===== src/rtl/uart_gated_xcvr.sv =====
module uart_gated_xcvr #(
  parameter int DIV_W    = 5,
  parameter int GAP_CLKS = 2
) (
  input  logic             clk,
  input  logic             rst_n,
  input  logic             pwr_en,
  input  logic             tx_en_req,
  input  logic             rx_en_req,
  input  logic             len7,
  input  logic [DIV_W-1:0] div,
  input  logic             tx_wr,
  input  logic [7:0]       tx_data,
  output logic             tx_on,
  output logic             tx_busy,
  output logic             txd,
  input  logic             rxd,
  input  logic             rx_rd,
  output logic             rx_on,
  output logic             rx_busy,
  output logic [7:0]       rx_data,
  output logic             rx_valid,
  output logic             frame_err
);
  localparam int GAP_W = $clog2(GAP_CLKS + 1);
  localparam logic [3:0] PH_LAST = 4'hF;
  localparam logic [3:0] PH_MID  = 4'h7;

  typedef enum logic [1:0] {RX_IDLE, RX_START, RX_DATA, RX_STOP} rx_st_t;

  // enable synchronizers and gap control
  logic [1:0] txe_s, rxe_s, rxd_s;
  logic [GAP_W-1:0] tx_gap, rx_gap;
  logic tx_on_d;

  wire tx_on_nx = pwr_en & txe_s[1] & (tx_on | (tx_gap == '0));
  wire rx_on_nx = pwr_en & rxe_s[1] & (rx_on | (rx_gap == '0));

  always_ff @(posedge clk or negedge rst_n)
    if (!rst_n) begin
      txe_s   <= '0;
      rxe_s   <= '0;
      rxd_s   <= 2'b11;
      tx_on   <= 1'b0;
      rx_on   <= 1'b0;
      tx_on_d <= 1'b0;
      tx_gap  <= '0;
      rx_gap  <= '0;
    end else begin
      txe_s   <= {txe_s[0], tx_en_req};
      rxe_s   <= {rxe_s[0], rx_en_req};
      rxd_s   <= {rxd_s[0], rxd};
      tx_on   <= tx_on_nx;
      rx_on   <= rx_on_nx;
      tx_on_d <= tx_on;
      if (tx_on && !tx_on_nx)  tx_gap <= GAP_W'(GAP_CLKS);
      else if (tx_gap != '0)   tx_gap <= tx_gap - 1'b1;
      if (rx_on && !rx_on_nx)  rx_gap <= GAP_W'(GAP_CLKS);
      else if (rx_gap != '0)   rx_gap <= rx_gap - 1'b1;
    end

  // transmitter
  logic [9:0]       tx_sh;
  logic [DIV_W-1:0] tx_dc;
  logic [3:0]       tx_ph, tx_bc;
  logic             tx_l7;

  wire tx_tick = (tx_dc == div);
  wire tx_bend = tx_tick & (tx_ph == PH_LAST);
  wire tx_load = tx_wr & tx_on & tx_on_d & ~tx_busy;
  wire [3:0] tx_last = tx_l7 ? 4'd8 : 4'd9;

  always_ff @(posedge clk or negedge rst_n)
    if (!rst_n) begin
      tx_sh <= '1; tx_dc <= '0; tx_ph <= '0; tx_bc <= '0;
      tx_busy <= 1'b0; tx_l7 <= 1'b0;
    end else if (!tx_on_nx) begin
      tx_sh <= '1; tx_dc <= '0; tx_ph <= '0; tx_bc <= '0;
      tx_busy <= 1'b0;
    end else if (tx_load) begin
      tx_sh   <= {1'b1, len7 | tx_data[7], tx_data[6:0], 1'b0};
      tx_l7   <= len7;
      tx_dc   <= '0; tx_ph <= '0; tx_bc <= '0;
      tx_busy <= 1'b1;
    end else if (tx_busy) begin
      tx_dc <= tx_tick ? '0 : tx_dc + 1'b1;
      if (tx_tick) tx_ph <= tx_ph + 1'b1;
      if (tx_bend) begin
        tx_sh <= {1'b1, tx_sh[9:1]};
        tx_bc <= tx_bc + 1'b1;
        if (tx_bc == tx_last) tx_busy <= 1'b0;
      end
    end

  assign txd = tx_sh[0];

  // receiver
  rx_st_t           rx_st;
  logic [DIV_W-1:0] rx_dc;
  logic [3:0]       rx_ph;
  logic [2:0]       rx_bc;
  logic [7:0]       rx_sh;
  logic             rx_l7, rxs_q;

  wire rxs     = rxd_s[1];
  wire rx_tick = (rx_dc == div);
  wire rx_bend = rx_tick & (rx_ph == PH_LAST);
  wire rx_done = rx_on_nx & (rx_st == RX_STOP) & rx_bend;

  assign rx_busy = (rx_st != RX_IDLE);

  always_ff @(posedge clk or negedge rst_n)
    if (!rst_n) begin
      rx_st <= RX_IDLE; rx_dc <= '0; rx_ph <= '0; rx_bc <= '0;
      rx_sh <= '0; rx_l7 <= 1'b0; rxs_q <= 1'b1;
      rx_data <= '0; frame_err <= 1'b0; rx_valid <= 1'b0;
    end else begin
      rxs_q <= rxs;
      if (!rx_on_nx) begin
        rx_st <= RX_IDLE;
      end else if (rx_st == RX_IDLE) begin
        if (rxs_q && !rxs) begin
          rx_st <= RX_START; rx_dc <= '0; rx_ph <= '0; rx_l7 <= len7;
        end
      end else begin
        rx_dc <= rx_tick ? '0 : rx_dc + 1'b1;
        if (rx_tick) rx_ph <= rx_ph + 1'b1;
        case (rx_st)
          RX_START:
            if (rx_tick && rx_ph == PH_MID) begin
              rx_ph <= '0;
              rx_bc <= '0;
              rx_st <= rxs ? RX_IDLE : RX_DATA;
            end
          RX_DATA:
            if (rx_bend) begin
              rx_sh <= {rxs, rx_sh[7:1]};
              rx_bc <= rx_bc + 1'b1;
              if (rx_bc == (rx_l7 ? 3'd6 : 3'd7)) rx_st <= RX_STOP;
            end
          default:
            if (rx_bend) rx_st <= RX_IDLE;
        endcase
      end
      if (rx_done) begin
        rx_data   <= rx_l7 ? {1'b0, rx_sh[7:1]} : rx_sh;
        frame_err <= ~rxs;
      end
      if (!pwr_en)       rx_valid <= 1'b0;
      else if (rx_done)  rx_valid <= 1'b1;
      else if (rx_rd)    rx_valid <= 1'b0;
    end

  // assertions
  AST_LINE_IDLE_HIGH: assert property (@(posedge clk) disable iff (!rst_n) !tx_busy |-> txd);
  AST_PWR_OFF_PATHS: assert property (@(posedge clk) disable iff (!rst_n) !pwr_en |=> !tx_on && !rx_on);
  AST_PWR_OFF_ABORT: assert property (@(posedge clk) disable iff (!rst_n) !pwr_en |=> txd && !tx_busy && !rx_valid);
  AST_TX_SYNC_LAT: assert property (@(posedge clk) disable iff (!rst_n) $rose(tx_on) |-> $past(tx_en_req, 3));
  AST_RX_SYNC_LAT: assert property (@(posedge clk) disable iff (!rst_n) $rose(rx_on) |-> $past(rx_en_req, 3));
  AST_TX_GAP: assert property (@(posedge clk) disable iff (!rst_n) $fell(tx_on) |=> !tx_on ##1 !tx_on);
  AST_RX_GAP: assert property (@(posedge clk) disable iff (!rst_n) $fell(rx_on) |=> !rx_on ##1 !rx_on);
  AST_TX_START_RDY: assert property (@(posedge clk) disable iff (!rst_n) $rose(tx_busy) |-> $past(tx_on) && $past(tx_on, 2));
  AST_BUSY_NEEDS_ON: assert property (@(posedge clk) disable iff (!rst_n) tx_busy |-> tx_on);
  AST_RXV_FROM_FRAME: assert property (@(posedge clk) disable iff (!rst_n) $rose(rx_valid) |-> $past(rx_on) && $past(rx_busy));
endmodule


===== config.mk =====
export PLATFORM = sky130hd
export DESIGN_NAME = uart_gated_xcvr
export DESIGN_NICKNAME = d
export VERILOG_FILES = /design/src/rtl/uart_gated_xcvr.sv
export SDC_FILE = /design/constraint.sdc
export NUM_CORES = 1
export LEC_CHECK = 0
export CAP_MARGIN = 20
export CELL_PAD_IN_SITES_DETAIL_PLACEMENT = 0
export CELL_PAD_IN_SITES_GLOBAL_PLACEMENT = 1
export CORE_MARGIN = 1
export CORE_UTILIZATION = 48
export CTS_CLUSTER_SIZE = 8
export DETAILED_ROUTE_END_ITERATION = 8
export PLACE_DENSITY = 0.94
export SYNTH_ARGS = -nofsm -noshare
export SYNTH_HDL_FRONTEND = slang
export SYNTH_SLANG_ARGS = --single-unit

===== constraint.sdc =====
create_clock -name clk -period 4.2 [get_ports clk]
set_input_delay 0.42 -clock clk [delete_from_list [all_inputs] [get_ports clk]]
set_output_delay 0.42 -clock clk [all_outputs]
set_load 0.01 [all_outputs]

==> results.py, run 1 <==
metrics = {
    "run_status": {
        "run_status": "complete, no violations",
    },
    "synth": {
        "synthFlopType": "sky130_fd_sc_hd__dfrtp_1",
        "ys_async_sr_fraction": 1.00,
        "yosysWarningCount": 0,
        "synth-seq-cells": 71,
        "synth_seq_area_share": 0.515,
        "synthesis.nets": 347,
        "synth_enable_flop_cells": 0,
        "avgSynthCellArea_um2": 11.1,
        "synth.cell_area_um2": 3480,
        "synth_cells": 313,
        "synth_cell_types": 48,
    },
    "sta": {
        "fmaxAchievable_ghz": 0.409,
        "setup_viol_count_final": 0,
        "slew_headroom": 0.463,
        "layout_setup_ws_ns": 1.76,
        "fin_worst_skew_ns": 0.0114,
        "min_period_ns": 2.44,
        "timing.setup.tns_ns": 0,
        "finalMaxSlewViolations": 0,
        "report.final.hold_viol_count": 0,
        "min_hold_slack_ns": 0.154,
        "fin_crit_sh": 0.582,
        "grt_setup_unrepaired": "no",
        "worst_pin_slew_ns": 0.806,
    },
    "cts": {
        "clock_root_buffer": "sky130_fd_sc_hd__clkbuf_8",
        "clk_transition_reported_paths_ns": 0.08,
        "postCtsSetupBuffers": 0,
        "cts.sinks": 71,
        "cts_repair_resized_insts": 0,
        "clock_latency_at_the_later_pin_of_the_worst_skew_pair_ns": 0.35,
        "clock_tree_from_tritoncts": "built",
        "htree_levels": 3,
        "cts_max_path_buffers": 2,
        "tritoncts.num_buffers": 9,
        "hold_buffers": 0,
    },
    "grt": {
        "pin_count_of_the_biggest_net_entering_global_routing": 38,
        "first_pass_grt_wire_length_mm": 11.5,
        "grt_antenna_before_repair": 0,
        "groute.layer.met2.usage": 0.311,
        "overflow": 0,
        "grt_busiest_layer": "met2",
        "number_of_global_route_vias_before_repair": 2446,
        "grt_use_total": 0.200,
        "grtUsageMet3": 0.0417,
        "gr-usage-met1": 0.269,
    },
    "finish": {
        "areaGrowthSynthToFinish_pct": 19.5,
        "layout_commonest_cell": "sky130_fd_sc_hd__dfrtp_1",
        "layout.core_utilization": 0.602,
        "antenna-diode-count": 0,
        "most-common-layout-cells": "sky130_fd_sc_hd__dfrtp_1 (59), sky130_fd_sc_hd__clkdlybuf4s50_1 (35), sky130_fd_sc_hd__nor2_1 (26), sky130_fd_sc_hd__nand2_1 (21), sky130_fd_sc_hd__a21oi_1 (19)",
        "final_nets": 391,
        "layout.cells.non_filler": 458,
        "post-route-cell-area_um2": 4160,
        "post_route_cells_drive_above_1_share": 0.155,
    },
    "placed_design": {
        "final_gp_congestion": 0.818,
        "numPlacedInstances": 442,
        "dp_hpwl_mm": 4.72,
        "post_dp_cell_area_um2": 3940,
        "number_of_i_o_port_buffers": 36,
        "setup_slack_placement_ns": 1.39,
    },
    "route": {
        "drt-pass1-iter-count": 4,
        "finalWirelength_mm": 6.68,
        "drc": 0,
        "dr.first_iter.drc_count": 178,
        "avgRoutedWirePerCell_um": 14.6,
        "viasPerCell": 5.41,
        "vias": 2478,
        "route.antenna.remaining_nets": 0,
    },
    "setup_path": {
        "timing.reg2reg.worst_path_depth": 6,
        "endpoint_kind": "register",
        "worst-endpoint-required_ns": 4.43,
        "regToRegStartpoint": "rx_dc[3]",
        "crit_type": "primary input to register",
        "timing.critical_path.from_type": "primary input",
        "critPathMaxFanout": 12,
        "regToRegSetupSlack_ns": 1.90,
        "timing.critical_path.to": "rx_data[4]",
        "critical_path.reg2reg.endpoint": "rx_data[4]",
        "timing.critical_path.from": "div[3]",
        "worstPathArrival_ns": 2.67,
    },
    "floorplanning": {
        "core_area_um2": 6910,
        "dieHeight_um": 87.1,
        "dieArea_um2": 7590,
        "die_w_um": 87.1,
        "num_io_pins": 37,
        "start_util": 0.504,
        "rows": 30,
    },
    "power": {
        "static-leakage-power_nw": 1.96,
        "pwr_density_cell_nw_per_um2": 391,
        "post_route_total_power_mw": 1.63,
        "peakVddDrop_mv": 0.242,
    },
    "flow_run": {
        "max-cap-violations": 0,
    },
    "min_path": {
        "hold_path.class": "primary input to asynchronous set/reset pin",
    },
}
==> worst min-delay path by stage <==
stage / startpoint / endpoint / slack [ns] / cells past startpoint
2_1_floorplan: rst_n / frame_err / 0.12 / 0
3_3_place_gp: txe_s[0] / txe_s[1] / 0.33 / 0
3_5_place_dp: txe_s[0] / txe_s[1] / 0.33 / 0
4_1_cts: rst_n / frame_err / 0.17 / 1
5_1_grt: rst_n / rx_sh[7] / 0.21 / 1
6_report: rst_n / rx_sh[5] / 0.15 / 1
==> sequential cells by signal (all words and copies together) (netlist names), 2 cells and up <==
register and flops:
tx_gap 2, tx_sh 9, rx_dc 5, rx_gap 2
tx_bc 4, tx_ph 4, tx_dc 5, rxe_s 2
rx_data 8, rx_bc 3, txe_s 2, rxd_s 2
rx_st 2, rx_ph 4, rx_sh 8
==> worst max-delay path: stages <==
cell and delay [ns]:
sky130_fd_sc_hd__clkdlybuf4s50_1 0.46, sky130_fd_sc_hd__xor2_1 0.20, sky130_fd_sc_hd__nor4_4 0.28, sky130_fd_sc_hd__buf_4 0.21, sky130_fd_sc_hd__and2_1 0.22, sky130_fd_sc_hd__and3_1 0.49, sky130_fd_sc_hd__mux2_1 0.38
==> cell type report <==
class	count	area [um^2]
well taps	96	120
flip-flops and latches	71	1790
multi-input cells	223	1600
clock buffers	12	165
fillers	584	2750
repair buffers	39	378
clock inverters	4	51.3
inverters	13	48.8
==> cells in the mapped netlist, drive strengths merged (3+ instances only) <==
library cell	count	area (um^2)
mux2	25	282
nor3	4	30.0
dfrtp	59	1480
ha	12	150
nand3	17	90.1
buf	4	28.8
xor2	17	149
mux2i	13	130
and3	4	25.0
inv	12	45.0
xnor2	4	35.0
o21ai	15	75.1
nand2	21	78.8
a31oi	5	31.3
a22o	6	53.8
nor2	26	97.6
or3	3	18.8
nand4	3	18.8
o211ai	5	42.5
dfstp	12	315
nor2b	3	18.8
a21oi	19	95.1
==> report_power, final <==
part           internal (mW)  switching [mW]
registers              0.730          0.0510
clock network          0.324           0.264
logic                  0.120           0.138
==> logic make-up after synthesis <==
logic type	share of synthesized area
XOR/XNOR	0.0529
multiplexers	0.118
AND/OR/NAND/NOR	0.137
buffers and inverters	0.0245
AO/OA/AOI/OAI	0.109
flip-flops	0.515
adder cells (fa/ha/maj)	0.0432
==> per-layer routing <==
layer / part of all wire / vias up
met4: 0.018 / 0
met1: 0.47 / 1207
met5: 0 / -
met2: 0.48 / 53
li1: - / 1209
met3: 0.036 / 9
No activity file was read; power rests on OpenSTA's default activity.
==> inputs of run 2 (changes only) <==
CORE_UTILIZATION = 41   (was 48)
PLACE_DENSITY = 0.86   (was 0.94)
clock period = 2.1 ns   (was 4.2 ns; I/O delays follow)
==> results.py, run 2 (synthesis gave the netlist of run 1 again) <==
metrics = {
    "finish": {
        "layout.core_utilization": 0.534,
        "post-route-cell-area_um2": 4390,
        "post_route_cells_drive_above_1_share": 0.222,
        "seq_cell_area_um2": 1790,
        "layout_commonest_cell": "sky130_fd_sc_hd__dfrtp_1",
        "multi_input_area_um2": 1610,
        "final_nets": 421,
        "layout.cells.non_filler": 497,
        "areaGrowthSynthToFinish_pct": 26.2,
        "layout_top_registers": "tx_sh x9, rx_data x8, rx_sh x8",
        "largest-register": "tx_sh",
        "most-common-layout-cells": "sky130_fd_sc_hd__dfrtp_1 (59), sky130_fd_sc_hd__clkdlybuf4s50_1 (35), sky130_fd_sc_hd__buf_4 (30), sky130_fd_sc_hd__nor2_1 (26), sky130_fd_sc_hd__nand2_1 (21)",
        "antenna-diode-count": 0,
        "nFillCells": 716,
        "largest_reg_flops": 9,
    },
    "flow_run": {
        "max-cap-violations": 0,
    },
    "sta": {
        "min_hold_slack_ns": 0.259,
        "worst_pin_slew_ns": 0.385,
        "fmaxAchievable_ghz": 0.512,
        "grt_setup_unrepaired": "no",
        "fin_worst_skew_ns": 0.00741,
        "finalMaxSlewViolations": 0,
        "timing.setup.tns_ns": 0,
        "setup_viol_count_final": 0,
        "min_period_ns": 1.95,
        "report.final.hold_viol_count": 0,
        "layout_setup_ws_ns": 0.148,
        "slew_headroom": 0.743,
        "fin_crit_sh": 0.930,
    },
    "cts": {
        "clock_latency_at_the_later_pin_of_the_worst_skew_pair_ns": 0.34,
        "clk_transition_reported_paths_ns": 0.08,
        "cts_max_path_buffers": 2,
        "tritoncts.num_buffers": 9,
        "clock_tree_from_tritoncts": "built",
        "clock_root_buffer": "sky130_fd_sc_hd__clkbuf_8",
        "cts.sinks": 71,
        "htree_levels": 3,
    },
    "run_status": {
        "run_status": "complete, no violations",
    },
    "setup_path": {
        "timing.reg2reg.worst_path_depth": 6,
        "worst-endpoint-required_ns": 2.32,
        "critPathSlowestCell": "sky130_fd_sc_hd__dfrtp_1",
        "critical_path_depth": 6,
        "endpoint_kind": "register",
        "crit_path_cell_trace": "xor2_1, nor4_4, and2_1, and3_1, buf_12, mux2_1",
        "timing.critical_path.from_type": "register",
        "path_buf_inv": 1,
        "cpPeakStageDelay_ns": 0.41,
        "critPathTopFamily": "simple AND/OR/NAND/NOR gates",
        "crit_type": "register to register",
        "worstPathArrival_ns": 2.17,
        "critPathMaxFanout": 9,
    },
    "floorplanning": {
        "die_w_um": 94.1,
        "dieHeight_um": 94.1,
        "rows": 33,
        "start_util": 0.423,
        "dieArea_um2": 8860,
        "num_io_pins": 37,
        "core_area_um2": 8220,
    },
    "placed_design": {
        "final_gp_congestion": 0.787,
        "setup_slack_placement_ns": -0.158,
        "post_dp_cell_area_um2": 4190,
        "number_of_i_o_port_buffers": 36,
        "dp_hpwl_mm": 4.81,
        "numPlacedInstances": 480,
    },
    "power": {
        "static-leakage-power_nw": 2.10,
        "peakVddDrop_mv": 0.379,
        "pwr_density_cell_nw_per_um2": 707,
        "post_route_total_power_mw": 3.10,
    },
    "grt": {
        "grt_use_total": 0.174,
        "overflow": 0,
        "grt_antenna_before_repair": 0,
        "number_of_global_route_vias_before_repair": 2593,
        "pin_count_of_the_biggest_net_entering_global_routing": 48,
        "first_pass_grt_wire_length_mm": 12.1,
    },
    "route": {
        "drc": 0,
        "finalWirelength_mm": 6.81,
        "drt-pass1-iter-count": 4,
        "avgRoutedWirePerCell_um": 13.7,
        "dr.first_iter.drc_count": 82,
        "vias": 2550,
        "route.antenna.remaining_nets": 0,
        "viasPerCell": 5.13,
    },
    "min_path": {
        "hold_path.class": "primary input to asynchronous set/reset pin",
    },
}
[run 2: report_power, final]
group,internal [mW],switching [mW],leakage [nW]
registers,1.46,0.0986,0.923
logic,0.282,0.281,1.09
clock network,0.438,0.546,0.0862
total,2.18,0.926,2.10
[run 2: routing by layer]
layer / GRT usage / routed length, um / vias up
li1: - / - / 1263
met1: 0.234 / 3260 / 1243
met2: 0.274 / 3250 / 38
met3: 0.0461 / 207 / 6
met4: 0.0551 / 82 / 0
met5: 0 / 0 / -
[run 2: worst register-to-register path: stages, from the launching register on]
cell and delay, ns:
sky130_fd_sc_hd__dfrtp_1 0.41, sky130_fd_sc_hd__xor2_1 0.18, sky130_fd_sc_hd__nor4_4 0.33, sky130_fd_sc_hd__and2_1 0.24, sky130_fd_sc_hd__and3_1 0.23, sky130_fd_sc_hd__buf_12 0.14, sky130_fd_sc_hd__mux2_1 0.32
[run 2: path summary, 6_finish.rpt]
kind / to / from / slack (ns)
worst max register to register: rx_data[7] / rx_dc[3] / 0.15
worst min-delay path: tx_ph[3] / rst_n / 0.26
max in group asynchronous: rxs_q / rst_n / 1.27
worst max-delay path: rx_data[7] / rx_dc[3] / 0.15
min in group clk: rxd_s[0] / rxd / 0.27
worst min register to register: rxe_s[1] / rxe_s[0] / 0.36
[run 2: layout make-up]
type                       count  area share
sequential                    71       0.408
multi-input combinational    223       0.366
timing repair buffer          69       0.144
tap                          105      0.0299
clock buffer                   9      0.0282
clock inverter                 7      0.0125
inverter                      13      0.0111
[run 2: timing repair]
action | CTS | global route
setup endpoints to repair | 0 | 2
hold buffers | 1 | 0
resized for setup | 0 | 2
buffers inserted | 0 | 0
hold endpoints to repair | 7 | 0
